**src/rtl/cpx_pkg.sv**
```systemverilog
// Shared definitions for the configuration-port transfer controller.
// Assumes a 32-bit host register bus with word-select addresses.
package cpx_pkg;
    typedef enum logic [1:0] {
        PH_IDLE = 2'd0,
        PH_PREF = 2'd1,
        PH_MOVE = 2'd2
    } phase_t;

    localparam logic [1:0] RA_CTRL = 2'd0;
    localparam logic [1:0] RA_SIZE = 2'd1;
    localparam logic [1:0] RA_BASE = 2'd2;

    localparam int CTL_GO   = 0;
    localparam int CTL_RDBK = 1;
    localparam int CTL_DONE = 2;

    localparam int HOST_W = 32;
endpackage

```
**src/rtl/cpx_regs.sv**
```systemverilog
// Host register file: control (start, direction, done), byte count, base address.
// Assumes CNT_W and ADDR_W are not wider than the host bus.
module cpx_regs
    import cpx_pkg::*;
#(
    parameter int ADDR_W = 10,
    parameter int CNT_W  = 16
) (
    input  logic              clk,
    input  logic              rst_n,
    input  logic              reg_we,
    input  logic [1:0]        reg_addr,
    input  logic [HOST_W-1:0] reg_wdata,
    output logic [HOST_W-1:0] reg_rdata,
    input  logic              eng_begin,
    input  logic              eng_end,
    output logic              go_req,
    output logic              rdbk_eff,
    output logic [CNT_W-1:0]  size_q,
    output logic [ADDR_W-1:0] base_q
);
    logic rdbk_q;
    logic done_q;
    logic ctrl_wr;

    assign ctrl_wr  = reg_we && (reg_addr == RA_CTRL);
    assign go_req   = ctrl_wr && reg_wdata[CTL_GO];
    // A start written together with a direction uses the new direction.
    assign rdbk_eff = ctrl_wr ? reg_wdata[CTL_RDBK] : rdbk_q;

    // Register writes from the host.
    always_ff @(posedge clk) begin
        if (!rst_n) begin
            rdbk_q <= 1'b0;
            size_q <= '0;
            base_q <= '0;
        end else if (reg_we) begin
            case (reg_addr)
                RA_CTRL: rdbk_q <= reg_wdata[CTL_RDBK];
                RA_SIZE: size_q <= reg_wdata[CNT_W-1:0];
                RA_BASE: base_q <= reg_wdata[ADDR_W-1:0];
                default: ;
            endcase
        end
    end

    // Done flag: set on finish, cleared when a real transfer begins.
    always_ff @(posedge clk) begin
        if (!rst_n) begin
            done_q <= 1'b0;
        end else if (eng_end) begin
            done_q <= 1'b1;
        end else if (eng_begin) begin
            done_q <= 1'b0;
        end
    end

    // Combinational read mux.
    always_comb begin
        reg_rdata = '0;
        case (reg_addr)
            RA_CTRL: begin
                reg_rdata[CTL_RDBK] = rdbk_q;
                reg_rdata[CTL_DONE] = done_q;
            end
            RA_SIZE: reg_rdata[CNT_W-1:0]  = size_q;
            RA_BASE: reg_rdata[ADDR_W-1:0] = base_q;
            default: reg_rdata = '0;
        endcase
    end
endmodule

```
**src/rtl/cpx_engine.sv**
```systemverilog
// Transfer sequencer: walks the buffer, drives the port strobes, stalls on busy.
// Assumes the buffer port reads with one cycle latency and holds its output while disabled.
module cpx_engine
    import cpx_pkg::*;
#(
    parameter int ADDR_W = 10,
    parameter int CNT_W  = 16,
    parameter int BYTE_W = 8
) (
    input  logic              clk,
    input  logic              rst_n,
    input  logic              go_req,
    input  logic              rdbk_in,
    input  logic [CNT_W-1:0]  size_in,
    input  logic [ADDR_W-1:0] base_in,
    output logic              eng_begin,
    output logic              eng_end,
    output logic              buf_en,
    output logic              buf_we,
    output logic [ADDR_W-1:0] buf_addr,
    output logic [BYTE_W-1:0] buf_wdata,
    input  logic [BYTE_W-1:0] buf_rdata,
    output logic              cp_ce_n,
    output logic              cp_write_n,
    output logic [BYTE_W-1:0] cp_din,
    input  logic [BYTE_W-1:0] cp_dout,
    input  logic              cp_busy
);
    phase_t            phase;
    logic [ADDR_W-1:0] ptr;
    logic [CNT_W-1:0]  remain;
    logic              rdbk_q;
    logic              idle;
    logic              moving;
    logic              take;
    logic              last;
    logic              size_zero;

    assign idle      = (phase == PH_IDLE);
    assign moving    = (phase == PH_MOVE);
    assign take      = moving && !cp_busy;
    assign last      = (remain == CNT_W'(1));
    assign size_zero = (size_in == '0);

    assign eng_begin = idle && go_req && !size_zero;
    assign eng_end   = (idle && go_req && size_zero) || (take && last);

    // Phase, pointer, remaining count and latched direction.
    always_ff @(posedge clk) begin
        if (!rst_n) begin
            phase  <= PH_IDLE;
            ptr    <= '0;
            remain <= '0;
            rdbk_q <= 1'b1;
        end else begin
            case (phase)
                PH_IDLE: begin
                    if (eng_begin) begin
                        rdbk_q <= rdbk_in;
                        ptr    <= base_in;
                        remain <= size_in;
                        phase  <= rdbk_in ? PH_MOVE : PH_PREF;
                    end
                end
                PH_PREF: phase <= PH_MOVE;
                PH_MOVE: begin
                    if (take) begin
                        ptr    <= ptr + ADDR_W'(1);
                        remain <= remain - CNT_W'(1);
                        if (last) begin
                            phase <= PH_IDLE;
                        end
                    end
                end
                default: phase <= PH_IDLE;
            endcase
        end
    end

    // Port strobes follow the registered phase and direction.
    always_comb begin
        cp_ce_n    = !moving;
        cp_write_n = rdbk_q;
        cp_din     = rdbk_q ? '0 : buf_rdata;
    end

    // Buffer port: prefetch ahead on configure, write behind on readback.
    always_comb begin
        buf_addr  = (moving && !rdbk_q) ? ptr + ADDR_W'(1) : ptr;
        buf_en    = (phase == PH_PREF) || (take && (rdbk_q || !last));
        buf_we    = take && rdbk_q;
        buf_wdata = cp_dout;
    end
endmodule

```
**src/rtl/cfgport_xfer_ctrl.sv**
```systemverilog
// Top: host registers plus a transfer sequencer between a buffer RAM port and
// a byte-serial configuration port with a busy-stall handshake.
// Assumes the host reaches the buffer through the RAM's other port.
module cfgport_xfer_ctrl
    import cpx_pkg::*;
#(
    parameter int ADDR_W = 10,
    parameter int CNT_W  = 16,
    parameter int BYTE_W = 8
) (
    input  logic              clk,
    input  logic              rst_n,
    input  logic              reg_we,
    input  logic [1:0]        reg_addr,
    input  logic [31:0]       reg_wdata,
    output logic [31:0]       reg_rdata,
    output logic              buf_en,
    output logic              buf_we,
    output logic [ADDR_W-1:0] buf_addr,
    output logic [BYTE_W-1:0] buf_wdata,
    input  logic [BYTE_W-1:0] buf_rdata,
    output logic              cp_ce_n,
    output logic              cp_write_n,
    output logic [BYTE_W-1:0] cp_din,
    input  logic [BYTE_W-1:0] cp_dout,
    input  logic              cp_busy
);
    logic              go_req;
    logic              rdbk_eff;
    logic [CNT_W-1:0]  size_q;
    logic [ADDR_W-1:0] base_q;
    logic              eng_begin;
    logic              eng_end;

    cpx_regs #(.ADDR_W(ADDR_W), .CNT_W(CNT_W)) u_regs (
        .clk       (clk),
        .rst_n     (rst_n),
        .reg_we    (reg_we),
        .reg_addr  (reg_addr),
        .reg_wdata (reg_wdata),
        .reg_rdata (reg_rdata),
        .eng_begin (eng_begin),
        .eng_end   (eng_end),
        .go_req    (go_req),
        .rdbk_eff  (rdbk_eff),
        .size_q    (size_q),
        .base_q    (base_q)
    );

    cpx_engine #(.ADDR_W(ADDR_W), .CNT_W(CNT_W), .BYTE_W(BYTE_W)) u_engine (
        .clk        (clk),
        .rst_n      (rst_n),
        .go_req     (go_req),
        .rdbk_in    (rdbk_eff),
        .size_in    (size_q),
        .base_in    (base_q),
        .eng_begin  (eng_begin),
        .eng_end    (eng_end),
        .buf_en     (buf_en),
        .buf_we     (buf_we),
        .buf_addr   (buf_addr),
        .buf_wdata  (buf_wdata),
        .buf_rdata  (buf_rdata),
        .cp_ce_n    (cp_ce_n),
        .cp_write_n (cp_write_n),
        .cp_din     (cp_din),
        .cp_dout    (cp_dout),
        .cp_busy    (cp_busy)
    );
endmodule

```
**config.mk**
```make
export PLATFORM = sky130hd
export DESIGN_NAME = cfgport_xfer_ctrl
export DESIGN_NICKNAME = d
export VERILOG_FILES = /design/src/rtl/cpx_pkg.sv /design/src/rtl/cpx_regs.sv /design/src/rtl/cpx_engine.sv /design/src/rtl/cfgport_xfer_ctrl.sv
export SDC_FILE = /design/constraint.sdc
export NUM_CORES = 1
export LEC_CHECK = 0
export BUFFER_PORTS_ARGS = -buffer_cell sky130_fd_sc_hd__buf_2
export CORE_ASPECT_RATIO = 0.75
export CORE_UTILIZATION = 45
export DETAILED_ROUTE_END_ITERATION = 16
export HOLD_SLACK_MARGIN = 0.12
export PLACE_DENSITY = 0.79
export RECOVER_POWER = 50
export REMOVE_ABC_BUFFERS = 1
export SETUP_SLACK_MARGIN = 0.5
export SLEW_MARGIN = 25
export SYNTH_ARGS = -nofsm -noshare
export SYNTH_HDL_FRONTEND = slang
export SYNTH_SLANG_ARGS = --single-unit
```
**constraint.sdc**
```tcl
create_clock -name clk -period 3.92 [get_ports clk]
set_input_delay 0.196 -clock clk [delete_from_list [all_inputs] [get_ports clk]]
set_output_delay 0.196 -clock clk [all_outputs]
set_load 0.01 [all_outputs]
```
==> run summary <==
The starting utilization of the core area came out at 46.53%. The worst setup path is captured at a primary output. The combined area of all synthesized cells came out at 3427 µm².

The final-report setup violation count is 0. The core region is 7365 µm². The longest clock path from root to sink contains 2 buffers. The number of cells produced by synthesis came out at 473. The final count of hold timing violations came out at 0. The count of synthesis-stage warnings from yosys is 0. The number of cells on the worst hold path is 3. The initial antenna violation count was 0.

The via count of the first global-routing pass came out at 3294. The worst setup path is launched from a flop. Compared with the post-synthesis result, the final layout area differs by 15.59%.

Leaving out fill and tap cells, the most frequent cell in the layout is sky130_fd_sc_hd__nand2_1. The first global-routing pass estimated 16150 µm of wire. The largest clock skew in the final design came out at 0.004420 ns. The achievable clock frequency is 0.4123 GHz.

The largest fanout of any net on the critical path is 7. After synthesis the netlist holds a flip-flop and latch count of 57. The final reports fail on capacitance limit.

Counting every sink on the clock net gives 57. The H-tree was split into 3 levels. The post-synthesis average cell area is 7.245 µm². The critical path in this run is classified as flop to primary output. The relative max-transition margin is 0.06270%. The required arrival time at the worst endpoint is 3.72 ns. The reported leakage power is 1.522 nW. The area of the die came out at 7972 µm². The total length of routed wires is 9948 µm.

The class of the tightest hold or removal check is input port to flop. The sum of net half-perimeters after detailed placement is 6800 µm. The remaining routing DRC violations is 0.

The shortest clock period the worst path allows after layout came out at 2.425 ns. The top-level port count came out at 116. The transition time at the pin with the least slew margin is 1.499 ns.

Input and output buffers added on the ports amount to 67. The worst-skew pair later-pin latency came out at 0.35 ns. The floorplan has 27 rows. The most used flip-flop cell after synthesis is sky130_fd_sc_hd__dfxtp_1. The sequential fraction of the synthesis area is 33.30%.

Routability-driven placement finished with a final weighted congestion of 0.8476. The first-pass iteration count of the detailed router came out at 7. The run finished, with violations left. The number of synthesized flops with an enable pin came out at 0. The post-cts sizing count came out at 0. The horizontal extent of the die came out at 102.8 µm. The global route total overflow is 0. The fill cell instance count of the final layout is 727.

Once layout is complete, the cells apart from fillers number 635. The final-layout setup total negative slack came out at 0 ns. The clock tree root driver cell is sky130_fd_sc_hd__clkbuf_8. The number of antenna diodes in the final layout is 0. Clock-pin slew was measured on the worst setup and hold paths at 0.06 ns.

The clock tree from TritonCTS is yes. In the final layout, the share of cells above drive strength 1 is 12.92%. The total placed cells including tap cells is 605. After detailed routing, the number of vias per cell comes to 5.729. The tool flagged a number of max-cap violations equal to 1. VDD sags by at most 0.0002339 V. The vertical die dimension is 77.58 µm. In the layout the commonest cells are sky130_fd_sc_hd__nand2_1 (100), sky130_fd_sc_hd__dfxtp_1 (57), sky130_fd_sc_hd__a21oi_1 (56), sky130_fd_sc_hd__buf_2 (45), sky130_fd_sc_hd__nor2_1 (34). The share of synthesized flip-flops with an asynchronous set or reset is 0%. The critical path data arrival time came out at 2.23 ns.

TritonCTS created 9 clock buffers. The final number of max-transition violations is 0. The post-layout net count is 591. The number of routed nets with antenna violations is 0.

The distinct cell type count of the synthesized netlist came out at 51. Entering global routing, the biggest net connects 53 pins. The first-iteration detailed-routing DRC count came out at 331.

The part of the cycle the worst path needs is 61.87%. The worst reg2reg path depth is 7. Setup repair after global routing left no endpoint under its margin. For this run, the total global-route usage over all layers was measured as 26.28%. The routed length per placed instance came out at 15.67 µm.

The total power per unit cell area came out at 323.9 nW/µm². The routed layout has 3638 vias.
## power by group
part           total [mW]  internal [mW]  switching [mW]
clock               0.522          0.287           0.235
combinational       0.152         0.0578          0.0938
sequential          0.609          0.593          0.0166
total                1.28          0.937           0.346
## flip-flops by register name, indices dropped and copies added, names as in the netlist
signal,flops
u_engine.cp_write_n,1
u_engine.phase,2
u_engine.ptr,10
u_engine.remain,16
u_regs.base_q,10
u_regs.done_q,1
u_regs.rdbk_q,1
u_regs.size_q,16
## timing repair
action | in CTS | in global routing
hold buffers | 15 | 0
buffers inserted | 0 | 0
hold endpoints to repair | 21 | 0
## kinds of logic after synthesis
family | synth area share (%)
buffers and inverters | 9.784
other | 0.1094
muxes | 0.2921
adders and majority gates | 2.556
and+or+nand+nor | 29.28
xor gates and xnor gates | 2.556
DFF | 33.30
AOI/OAI and AO/OA | 22.13
## Yosys cell counts, types with 2 or more instances
cell type	count	area (µm²)
sky130_fd_sc_hd__nor2_1	34	127.6
sky130_fd_sc_hd__and2_1	12	75.07
sky130_fd_sc_hd__and3_1	4	25.02
sky130_fd_sc_hd__o32ai_1	3	26.28
sky130_fd_sc_hd__a41oi_1	2	17.52
sky130_fd_sc_hd__clkbuf_1	23	86.33
sky130_fd_sc_hd__o21ai_1	4	20.02
sky130_fd_sc_hd__xor2_1	7	61.31
sky130_fd_sc_hd__o21ai_0	20	100.1
sky130_fd_sc_hd__nand2b_1	5	31.28
sky130_fd_sc_hd__a222oi_1	2	20.02
sky130_fd_sc_hd__buf_2	7	35.03
sky130_fd_sc_hd__a22oi_1	9	67.56
sky130_fd_sc_hd__buf_4	24	180.2
sky130_fd_sc_hd__a311oi_1	2	17.52
sky130_fd_sc_hd__nor4_1	5	31.28
sky130_fd_sc_hd__o31ai_1	7	52.55
sky130_fd_sc_hd__o221a_1	2	22.52
sky130_fd_sc_hd__a21oi_1	57	285.3
sky130_fd_sc_hd__ha_1	7	87.58
sky130_fd_sc_hd__o21a_1	3	22.52
sky130_fd_sc_hd__or4_1	3	22.52
sky130_fd_sc_hd__a21o_1	4	30.03
sky130_fd_sc_hd__nor3_1	6	30.03
sky130_fd_sc_hd__nand3_1	13	65.06
sky130_fd_sc_hd__nand2_1	100	375.4
sky130_fd_sc_hd__a211o_1	2	17.52
sky130_fd_sc_hd__dfxtp_1	57	1141
sky130_fd_sc_hd__xnor2_1	3	26.28
sky130_fd_sc_hd__inv_1	5	18.77
sky130_fd_sc_hd__nor2b_1	18	112.6
sky130_fd_sc_hd__nand4_1	4	25.02
## final timing paths
path	start	end	slack [ns]
max	u_engine.remain[7]	buf_en	1.49
min	reg_wdata[0]	u_regs.base_q[0]	0.14
max reg2reg	u_engine.phase[1]	u_engine.remain[0]	1.60
min reg2reg	u_regs.base_q[6]	u_regs.base_q[6]	0.48
## worst max-delay path, cell delays in order (launching register included)
cell                      delay (ns)
sky130_fd_sc_hd__dfxtp_1        0.36
sky130_fd_sc_hd__or4_1          0.74
sky130_fd_sc_hd__nor2_4         0.23
sky130_fd_sc_hd__nand4_1        0.16
sky130_fd_sc_hd__nor2_1         0.17
sky130_fd_sc_hd__o31ai_1        0.07
sky130_fd_sc_hd__buf_2          0.15
## layout make-up
cell class | instances | area, µm² | share of cell area (%)
multi-input cells | 370 | 2011 | 50.76
flip-flops and latches | 57 | 1141 | 28.81
repair buffers | 86 | 484.2 | 12.22
clock buffers | 11 | 131.4 | 3.316
well taps | 101 | 126.4 | 3.190
clock inverters | 4 | 45.04 | 1.137
inverters | 6 | 22.52 | 0.5685
## through the flow
stage	utilization [%]	hold WS [ns]	setup slack [ns]	cell area, µm²	power, mW
after floorplan	-	0.3136	0.8913	3171	0.7006
after global placement	49.78	0.3921	1.759	3666	0.7550
after detailed placement	49.78	0.3921	1.654	3666	0.7592
after CTS	54.21	0.1335	1.521	3993	1.281
after global routing	53.79	0.1449	1.374	3961	1.324
final	53.79	0.1414	1.495	3961	1.283
## per-layer routing
| layer | global-route usage (%) | share of wire (%) |
|---|---|---|
| met5 | 0 | 0 |
| met3 | 8.829 | 10 |
| met2 | 37.60 | 43 |
| met1 | 36.77 | 45 |
| met4 | 8.451 | 1.6 |
(Power assumes the default switching activity.)
